[config.mk]
export PLATFORM = sky130hd
export DESIGN_NAME = ctrl_page_decoder
export DESIGN_NICKNAME = d
export VERILOG_FILES = /design/src/rtl/ctrl_page_pkg.sv /design/src/rtl/ctrl_page_classify.sv /design/src/rtl/ctrl_page_latches.sv /design/src/rtl/ctrl_page_lockup.sv /design/src/rtl/ctrl_page_decoder.sv
export SDC_FILE = /design/constraint.sdc
export NUM_CORES = 1
export LEC_CHECK = 0
export BUFFER_PORTS_ARGS = -buffer_cell sky130_fd_sc_hd__buf_2
export CAP_MARGIN = 20
export CORE_MARGIN = 3
export CORE_UTILIZATION = 40
export CTS_CLUSTER_DIAMETER = 200
export DETAILED_ROUTE_END_ITERATION = 6
export GPL_TIMING_DRIVEN = 0
export PLACE_DENSITY = 0.81
export SLEW_MARGIN = 20
export SYNTH_ARGS = -nofsm -noshare
export SYNTH_HDL_FRONTEND = slang
export SYNTH_HIERARCHICAL = 1
export SYNTH_SLANG_ARGS = --single-unit
[constraint.sdc]
create_clock -name clk -period 5.9 [get_ports clk]
set_clock_uncertainty 0.05 [all_clocks]
set_input_delay 0.59 -clock clk [delete_from_list [all_inputs] [get_ports clk]]
set_output_delay 0.59 -clock clk [all_outputs]
set_load 0.05 [all_outputs]
[src/rtl/ctrl_page_pkg.sv]
package ctrl_page_pkg;

  typedef enum logic [2:0] {
    GRP_IO, GRP_BREQ, GRP_RST, GRP_TIMER, GRP_BOOT, GRP_RSVD, GRP_BAD
  } grp_e;

  typedef struct packed {
    grp_e grp;
    logic io_rd;
    logic io_wr;
    logic breq_rd;
    logic breq_wr;
    logic rst_wr;
    logic boot_wr;
    logic tmr_rd;
    logic tmr_wr;
    logic hole_rd;
    logic bad;
  } dec_t;

  localparam logic [7:0] PG_IO    = 8'h00;
  localparam logic [7:0] PG_BREQ  = 8'h11;
  localparam logic [7:0] PG_RST   = 8'h12;
  localparam logic [7:0] PG_TIMER = 8'h30;
  localparam logic [7:0] PG_BOOT  = 8'h41;

  localparam int NUM_RSVD = 5;
  localparam logic [NUM_RSVD*8-1:0] RSVD_LIST = {8'h10, 8'h20, 8'h40, 8'h44, 8'h50};

  localparam logic [7:0] IO_WR_MASK  = 8'hE1;
  localparam logic [7:0] IO_WR_MATCH = 8'h01;

endpackage

[src/rtl/ctrl_page_classify.sv]
module ctrl_page_classify
  import ctrl_page_pkg::*;
#(
  parameter int ADDR_W = 16
) (
  input  logic [ADDR_W-1:0] addr,
  input  logic              wr,
  output dec_t              dec
);
  localparam int PAGE_LSB = ADDR_W - 8;

  logic [7:0] page;
  logic [7:0] low;
  logic       odd;
  logic [NUM_RSVD-1:0] rsvd_hit;

  assign page = addr[ADDR_W-1:PAGE_LSB];
  assign low  = addr[7:0];
  assign odd  = addr[0];

  for (genvar g = 0; g < NUM_RSVD; g++) begin : g_rsvd
    assign rsvd_hit[g] = (page == RSVD_LIST[g*8 +: 8]);
  end

  always_comb begin
    dec = '0;
    dec.grp = GRP_BAD;
    unique case (page)
      PG_IO: begin
        dec.grp   = GRP_IO;
        dec.io_rd = !wr && (low[7:5] == 3'b000);
        dec.io_wr = wr && ((low & IO_WR_MASK) == IO_WR_MATCH);
      end
      PG_BREQ: begin
        dec.grp     = GRP_BREQ;
        dec.breq_rd = !wr && !odd;
        dec.breq_wr = wr && !odd;
      end
      PG_RST: begin
        dec.grp    = GRP_RST;
        dec.rst_wr = wr && !odd;
      end
      PG_TIMER: begin
        dec.grp    = GRP_TIMER;
        dec.tmr_rd = !wr;
        dec.tmr_wr = wr;
      end
      PG_BOOT: begin
        dec.grp     = GRP_BOOT;
        dec.boot_wr = wr && odd;
      end
      default: begin
        if (|rsvd_hit) dec.grp = GRP_RSVD;
        else           dec.bad = 1'b1;
      end
    endcase
    dec.hole_rd = !wr && !dec.bad && !dec.io_rd && !dec.breq_rd && !dec.tmr_rd;
  end
endmodule

[src/rtl/ctrl_page_latches.sv]
module ctrl_page_latches
  import ctrl_page_pkg::*;
(
  input  logic clk,
  input  logic rst,
  input  logic fire,
  input  dec_t dec,
  input  logic wbit,
  output logic bus_req,
  output logic sys_reset,
  output logic map_cart
);
  always_ff @(posedge clk) begin
    if (rst) begin
      bus_req   <= 1'b0;
      sys_reset <= 1'b0;
      map_cart  <= 1'b0;
    end else if (fire) begin
      if (dec.breq_wr) bus_req   <= wbit;
      if (dec.rst_wr)  sys_reset <= wbit;
      if (dec.boot_wr) map_cart  <= wbit;
    end
  end

  // map select moves only on an accepted odd boot-select write
  a_r6_map_hold: assert property (@(posedge clk) disable iff (rst)
    !(fire && dec.boot_wr) |=> $stable(map_cart));
  // reset latch moves only on an accepted even reset write
  a_r5_rst_hold: assert property (@(posedge clk) disable iff (rst)
    !(fire && dec.rst_wr) |=> $stable(sys_reset));
  // bus-request latch moves only on an accepted even write
  a_r4_breq_hold: assert property (@(posedge clk) disable iff (rst)
    !(fire && dec.breq_wr) |=> $stable(bus_req));
endmodule

[src/rtl/ctrl_page_lockup.sv]
module ctrl_page_lockup (
  input  logic clk,
  input  logic rst,
  input  logic fire,
  input  logic bad,
  input  logic force_ack,
  output logic lockup
);
  always_ff @(posedge clk) begin
    if (rst)                            lockup <= 1'b0;
    else if (fire && bad && !force_ack) lockup <= 1'b1;
  end

  a_r8_lockup_sticky: assert property (@(posedge clk) disable iff (rst)
    lockup |=> lockup);
  a_r9_force_blocks: assert property (@(posedge clk) disable iff (rst)
    (force_ack && !lockup) |=> !lockup);
endmodule

[src/rtl/ctrl_page_decoder.sv]
module ctrl_page_decoder
  import ctrl_page_pkg::*;
#(
  parameter int ADDR_W  = 16,
  parameter int DATA_W  = 8,
  parameter int IDX_W   = 4,
  parameter int TMR_W   = 16,
  parameter logic [DATA_W-1:0] OPEN_EVEN = 8'hFF,
  parameter logic [DATA_W-1:0] OPEN_ODD  = 8'h00,
  parameter logic [DATA_W-1:0] BAD_DATA  = 8'hFF
) (
  input  logic              clk,
  input  logic              rst,
  input  logic              force_ack,
  input  logic              req_valid,
  output logic              req_ready,
  input  logic [ADDR_W-1:0] req_addr,
  input  logic              req_write,
  input  logic [DATA_W-1:0] req_wdata,
  output logic              rsp_valid,
  output logic [DATA_W-1:0] rsp_rdata,
  output logic              io_rd_en,
  output logic              io_wr_en,
  output logic [IDX_W-1:0]  io_index,
  output logic [DATA_W-1:0] io_wdata,
  input  logic [DATA_W-1:0] io_rdata,
  input  logic [TMR_W-1:0]  timer_rdata,
  output logic              timer_wr_en,
  output logic [7:0]        timer_offset,
  output logic [DATA_W-1:0] timer_wdata,
  output logic              bus_req,
  output logic              sys_reset,
  output logic              map_cart,
  output logic              lockup
);
  localparam int TMR_HI = TMR_W - DATA_W;

  dec_t dec;
  logic fire;
  logic [DATA_W-1:0] rd_mux;

  ctrl_page_classify #(.ADDR_W(ADDR_W)) u_classify (
    .addr(req_addr), .wr(req_write), .dec(dec)
  );

  ctrl_page_lockup u_lockup (
    .clk(clk), .rst(rst), .fire(fire), .bad(dec.bad),
    .force_ack(force_ack), .lockup(lockup)
  );

  ctrl_page_latches u_latches (
    .clk(clk), .rst(rst), .fire(fire), .dec(dec), .wbit(req_wdata[0]),
    .bus_req(bus_req), .sys_reset(sys_reset), .map_cart(map_cart)
  );

  assign req_ready    = !lockup;
  assign fire         = req_valid && req_ready;
  assign io_rd_en     = fire && dec.io_rd;
  assign io_wr_en     = fire && dec.io_wr;
  assign io_index     = req_addr[IDX_W:1];
  assign io_wdata     = req_wdata;
  assign timer_wr_en  = fire && dec.tmr_wr;
  assign timer_offset = req_addr[7:0];
  assign timer_wdata  = req_wdata;

  always_comb begin
    rd_mux = BAD_DATA;
    if (dec.io_rd)        rd_mux = io_rdata;
    else if (dec.breq_rd) rd_mux = 8'hFF;
    else if (dec.tmr_rd)  rd_mux = req_addr[0] ? timer_rdata[DATA_W-1:0]
                                               : timer_rdata[TMR_HI +: DATA_W];
    else if (dec.hole_rd) rd_mux = req_addr[0] ? OPEN_ODD : OPEN_EVEN;
  end

  always_ff @(posedge clk) begin
    if (rst) begin
      rsp_valid <= 1'b0;
      rsp_rdata <= '0;
    end else begin
      rsp_valid <= fire && !req_write;
      if (fire && !req_write) rsp_rdata <= rd_mux;
    end
  end

  a_r11_rsp_after_read: assert property (@(posedge clk) disable iff (rst)
    (fire && !req_write) |=> rsp_valid);
  a_r11_no_stray_rsp: assert property (@(posedge clk) disable iff (rst)
    !(fire && !req_write) |=> !rsp_valid);
  a_r8_locked_not_ready: assert property (@(posedge clk) disable iff (rst)
    lockup |-> !req_ready);
  a_r3_io_wr_odd_low: assert property (@(posedge clk) disable iff (rst)
    io_wr_en |-> (req_addr[0] && req_addr[7:5] == 3'b000 && req_addr[ADDR_W-1:ADDR_W-8] == 8'h00));
  a_r1_strobes_exclusive: assert property (@(posedge clk) disable iff (rst)
    $onehot0({io_rd_en, io_wr_en, timer_wr_en}));
endmodule

==> results of run 1 <==
-- area by class of cell --
class | instances | area (um2) | area share
Buffer | 33 | 239.0 | 0.1400
Clock buffer | 4 | 26.28 | 0.01540
Inverter | 6 | 22.52 | 0.01320
Multi-Input combinational cell | 85 | 694.4 | 0.4069
Sequential cell | 13 | 260.3 | 0.1525
Tap cell | 31 | 38.79 | 0.02273
Timing Repair Buffer | 85 | 425.4 | 0.2493
-- metal layers --
layer / vias up / GRT usage / share of wire
met1: 555 / 0.2035 / 0.42
met4: 0 / 0.06502 / 0.0055
met3: 2 / 0.01258 / 0.083
met2: 61 / 0.2659 / 0.49
met5: - / 0 / 0
li1: 663 / - / -
-- state kept, by name (all words and copies together), names as in the netlist --
| signal | count |
|---|---|
| rsp_rdata | 8 |
| rsp_valid | 1 |
| u_latches/bus_req | 1 |
| u_latches/map_cart | 1 |
| u_latches/sys_reset | 1 |
| u_lockup/lockup | 1 |
-- through the flow --
| step | area (um2) | std cells |
|---|---|---|
| 3_3_place_gp | 1680 | 253 |
| 5_1_grt | 1707 | 257 |
| 3_5_place_dp | 1680 | 253 |
| 6_report | 1707 | 257 |
| 4_1_cts | 1707 | 257 |
| 2_1_floorplan | 1216 | 137 |
-- path summary, 6_finish.rpt --
| check | start | to | slack (ns) | depth (start not counted) |
|---|---|---|---|---|
| worst max register to register | u_lockup/lockup | rsp_rdata[3] | 4.22 | 3 |
| worst min register to register | rsp_rdata[0] | rsp_rdata[0] | 0.42 | 1 |
| worst min-delay path | rsp_rdata[0] | rsp_rdata[0] | 0.42 | 1 |
| worst max-delay path | req_addr[10] | io_rd_en | 2.94 | 8 |
-- where the power goes --
part,total (W),switching (W),internal (W)
combinational,0.000131,0.0000853,0.0000460
sequential,0.0000955,0.00000268,0.0000928
clock,0.0000523,0.0000261,0.0000262
total,0.000279,0.000114,0.000165
==> qor.yml, run 1 <==
placed_design:
  dp_hpwl_um: 2631
  place.gp.congestion: 0.8492
  numPortBuffers: 85
  post-place-ws_ns: 2.792
yosys:
  syn_area_um2: 1216
  syn_avg_cell_area_um2: 8.877
  syn_inst: 137
  yosys_warnings: 6
  synth_fp_nets: 190
timing:
  setup_slack_ns: 2.943
  finalSetupViolCount: 0
  slew_headroom: 0.5354
  holdWs_ns: 0.4164
  clock.fmax_mhz: 338.2
  min_period_over_period: 0.5012
  hold_violations: 0
  slew_violations: 0
  min_period_ns: 2.957
  worst_slew_pin_slew_ns: 0.6955
  tns_ns: 0
  rsz0062_at_grt: "no"
worst_setup_path:
  worstPathRequired_ns: 5.26
  crit_family: "simple AND/OR/NAND/NOR gates"
  worstSetupStartpointType: "input port"
  path_max_fanout: 10
  cp-end-kind: "output port"
  crit_chain: "buf_2, or4_1, nor3_2, nand2_1, nor2_1, buf_2, and2_1, buf_2"
  critPathBufInv: 3
  crit_top_cell: "buf_2"
  max_stage_delay_ns: 0.56
  crit_arrival_ns: 2.32
  crit_type: "in2out"
  slowest_stage: "or4_1"
drt:
  drcViolationCount: 0
  ant_nets: 0
  routed_wl_um: 3113
  viasPerCell: 4.984
  drtPass1Iterations: 4
  drtIter0Drc: 20
  vias: 1281
  wl_per_cell_um: 12.11
floorplanning:
  rows: 19
  start_util: 0.4299
  die_x_um: 61.14
  fp.dieH_um: 61.14
  core_um2: 2829
  io_pins: 98
  dieArea_um2: 3738
power:
  ir_worst_vdd_v: 0.0001352
  total_power_w: 0.0002791
  leakagePower_nw: 0.8371
  powerDensity_nw_per_um2: 163.6
global_routing:
  gr-total-overflow: 0
  grt_pass1_vias: 1108
  antenna_found_initial: 0
  track_usage: 0.1567
  grt_pass1_wl_um: 4560
  grt_max_degree: 12
clock_network:
  htreeDepth: 1
  ctsResizeCount: 0
  clk-insertion-delay-late_ns: 0.27
  cts-root-buf: "clkbuf_4"
  cts_hold_buf: 0
  cts_setup_buffers: 0
  cts_made_buffers: 3
  clk_pin_slew_worst_paths_ns: 0.07
  cts_tree: "done"
  clock_path_buffers: 2
  cts_sinks: 13
layout:
  area_growth_pct: 40.33
  nets: 280
  drive_gt1_frac: 0.6062
  layout_common_cells: "buf_2 (87), buf_4 (28), dfxtp_1 (13)"
  final_common_cell: "buf_2"
  nFillCells: 271
  post-route-util: 0.6033
  antenna_cells: 0
run:
  drv_cap: 0
outcome:
  status: "finished clean"
hold_path:
  holdCritPathClass: "reg2reg"
No activity file was read; power rests on OpenSTA's default activity.
==> run 2, diff against run 1 <==
Settings changed: CORE_UTILIZATION 40 to 36, PLACE_DENSITY 0.81 to 0.77.
Clock period 5.9 ns to 2.45 ns, I/O delays scaled along.
==> run 2 against run 1 <==
Effect of this change:
- clock power up 140%
- wire length up 6.4%
- combinational power up 140%
- global-route usage down 0.95 points
- utilization down 4.9 points
- highest routed layer unchanged
- critical path depth unchanged
- non-clock buffer count unchanged
- hold slack worse by 0.24 ns
- total power up 140%
- first-iteration DRC count up 50%
- worst setup slack worse by 2.8 ns
- design area up 1.6%
==> qor.yml, run 2 (synthesized netlist as in run 1, its figures left out) <==
layout:
  post-route-util: 0.5544  # -0.04887
  final_cell_area_um2: 1734  # +1.6%
  area_growth_pct: 42.59
  max_flop_register: "rsp_rdata"
  layout_common_cells: "buf_2 (88), buf_4 (28), dfxtp_1 (13)"
  final_common_cell: "buf_2"
  drive_gt1_frac: 0.6106  # +0.004425
  nets: 280  # unchanged
  final_cell_count_no_fill: 270  # +5.1%
  antenna_cells: 0  # unchanged
  largest_reg_flops: 8  # unchanged
worst_setup_path:
  max_stage_delay_ns: 0.59  # +0.03 ns
  slowest_stage: "or4_1"
  crit_type: "in2reg"
  worstPathRequired_ns: 2.54  # -2.72 ns
  crit_arrival_ns: 2.40  # +0.08 ns
  cp-end-kind: "register"
  crit_top_cell: "buf_2"
  path_max_fanout: 9  # -1
  worstSetupStartpointType: "input port"
  crit_chain: "buf_2, or4_1, nor3_4, nor3b_1, buf_2, a21oi_1, a2111oi_1, o2bb2ai_1"
clock_network:
  clk-insertion-delay-late_ns: 0.26  # about the same
  clock_path_buffers: 2  # unchanged
  cts_sinks: 13  # unchanged
  cts_made_buffers: 3  # unchanged
  cts-root-buf: "clkbuf_4"
  clk_pin_slew_worst_paths_ns: 0.07  # about the same
  cts_tree: "done"
  htreeDepth: 1  # unchanged
power:
  leakagePower_nw: 0.8442  # +0.86%
  switching_share: 0.4097  # +0.0009774
  pwr-share-seq: 0.342  # about the same
  p_clk_frac: 0.186  # about the same
  ir_worst_vdd_v: 0.0002403  # +78%
  p_int_w: 0.0003976  # +140%
  p_comb_frac: 0.472  # +0.002
  power.switching_w: 0.0002760  # +140%
  powerDensity_nw_per_um2: 388.5  # +140%
global_routing:
  use_met3: 0.03163  # +0.01906
  met2_usage: 0.2671  # +0.001236
  grt_util_met1: 0.1729  # -0.03065
  grt_pass1_vias: 1120  # +1.1%
  antenna_found_initial: 0  # unchanged
  track_usage: 0.1471  # -0.009549
  grt_max_degree: 12  # unchanged
  grt_pass1_wl_um: 5002  # +9.7%
  gr-total-overflow: 0  # unchanged
  globalRoute.busiestLayer: "met2"
placed_design:
  post_dp_cell_area_um2: 1697  # +0.97%
  dp_cells: 266  # +5.1%
  dp_hpwl_um: 2805  # +6.6%
  post-place-ws_ns: -0.3785  # -3.170 ns
  numPortBuffers: 85  # unchanged
  place.gp.congestion: 0.8173  # -3.8%
timing:
  slew_violations: 0  # unchanged
  setup_slack_ns: 0.1442  # -2.799 ns
  finalSetupViolCount: 0  # unchanged
  min_period_over_period: 0.9411
  hold_violations: 0  # unchanged
  worst_slew_pin_slew_ns: 0.6644  # -0.03108 ns
  min_period_ns: 2.306
  rsz0062_at_grt: "yes"
  slew_headroom: 0.5559  # +0.02052
  tns_ns: 0  # unchanged
  clock.fmax_mhz: 433.7
floorplanning:
  dieArea_um2: 4111  # +10%
  rows: 20  # +1
  die_x_um: 64.12  # +4.9%
  fp.dieH_um: 64.12  # +4.9%
  io_pins: 98  # unchanged
  core_um2: 3128  # +11%
  start_util: 0.3888  # -0.04110
drt:
  drtPass1Iterations: 4  # unchanged
  drtIter0Drc: 30  # +50%
  ant_nets: 0  # unchanged
  drcViolationCount: 0  # unchanged
  viasPerCell: 4.800  # -3.7%
  vias: 1296  # +1.2%
  routed_wl_um: 3313  # +6.4%
  wl_per_cell_um: 12.27  # +1.3%
outcome:
  status: "finished clean"
run:
  drv_cap: 0  # unchanged
hold_path:
  holdCritPathClass: "in2reg"
run 2: critical path, delay by kind of cell:
family / cells / cell delay [ns]
buffers and inverters: 2 / 0.35
AO/OA/AOI/OAI: 3 / 0.78
AND/OR/NAND/NOR: 3 / 1.02
run 2: stage by stage:
step,power [W],hold WS [ns]
2_1_floorplan,0.0004659,0.2641
3_3_place_gp,0.0005498,0.3939
3_5_place_dp,0.0005528,0.3951
4_1_cts,0.0006807,0.1652
5_1_grt,0.0007058,0.1724
6_report,0.0006736,0.1742
run 2: per-layer routing:
metal  routed length, um  vias up
met5                   0        -
met4                   9        0
met3                 328        2
met2                1618       58
met1                1357      577
li1                    -      659
run 2: power groups by stage:
stage	Clock (W)	Combinational (W)	Sequential, W
after floorplan	0	0.000188	0.000278
after global placement	0	0.000315	0.000235
after detailed placement	0	0.000318	0.000235
after CTS	0.000131	0.000319	0.000230
after global routing	0.000138	0.000335	0.000232
final	0.000125	0.000318	0.000230
run 2: what timing repair did:
| action | in CTS | in global routing |
|---|---|---|
| resized for setup | 3 | 2 |
| endpoints found under the setup margin | 3 | 7 |
| setup buffers | 0 | 0 |
| hold buffers | 0 | 0 |
| cloned | 0 | 0 |
run 2: layout make-up:
class                   instances  area [um2]
plain buffers                  33       240.2
clock buffers                   4       26.28
multi-input cells              85       704.4
flip-flops and latches         13       260.3
inverters                       6       22.52
fillers                       289        1394
well taps                      44       55.05
repair buffers                 85       425.4
run 2: final timing paths:
kind | to | slack [ns] | cells after the start | start
worst max register to register | rsp_rdata[2] | 0.85 | 3 | u_lockup/lockup
worst min register to register | rsp_rdata[7] | 0.42 | 1 | rsp_rdata[7]
worst max-delay path | rsp_rdata[6] | 0.14 | 8 | req_addr[10]
worst min-delay path | u_latches/bus_req | 0.17 | 2 | rst
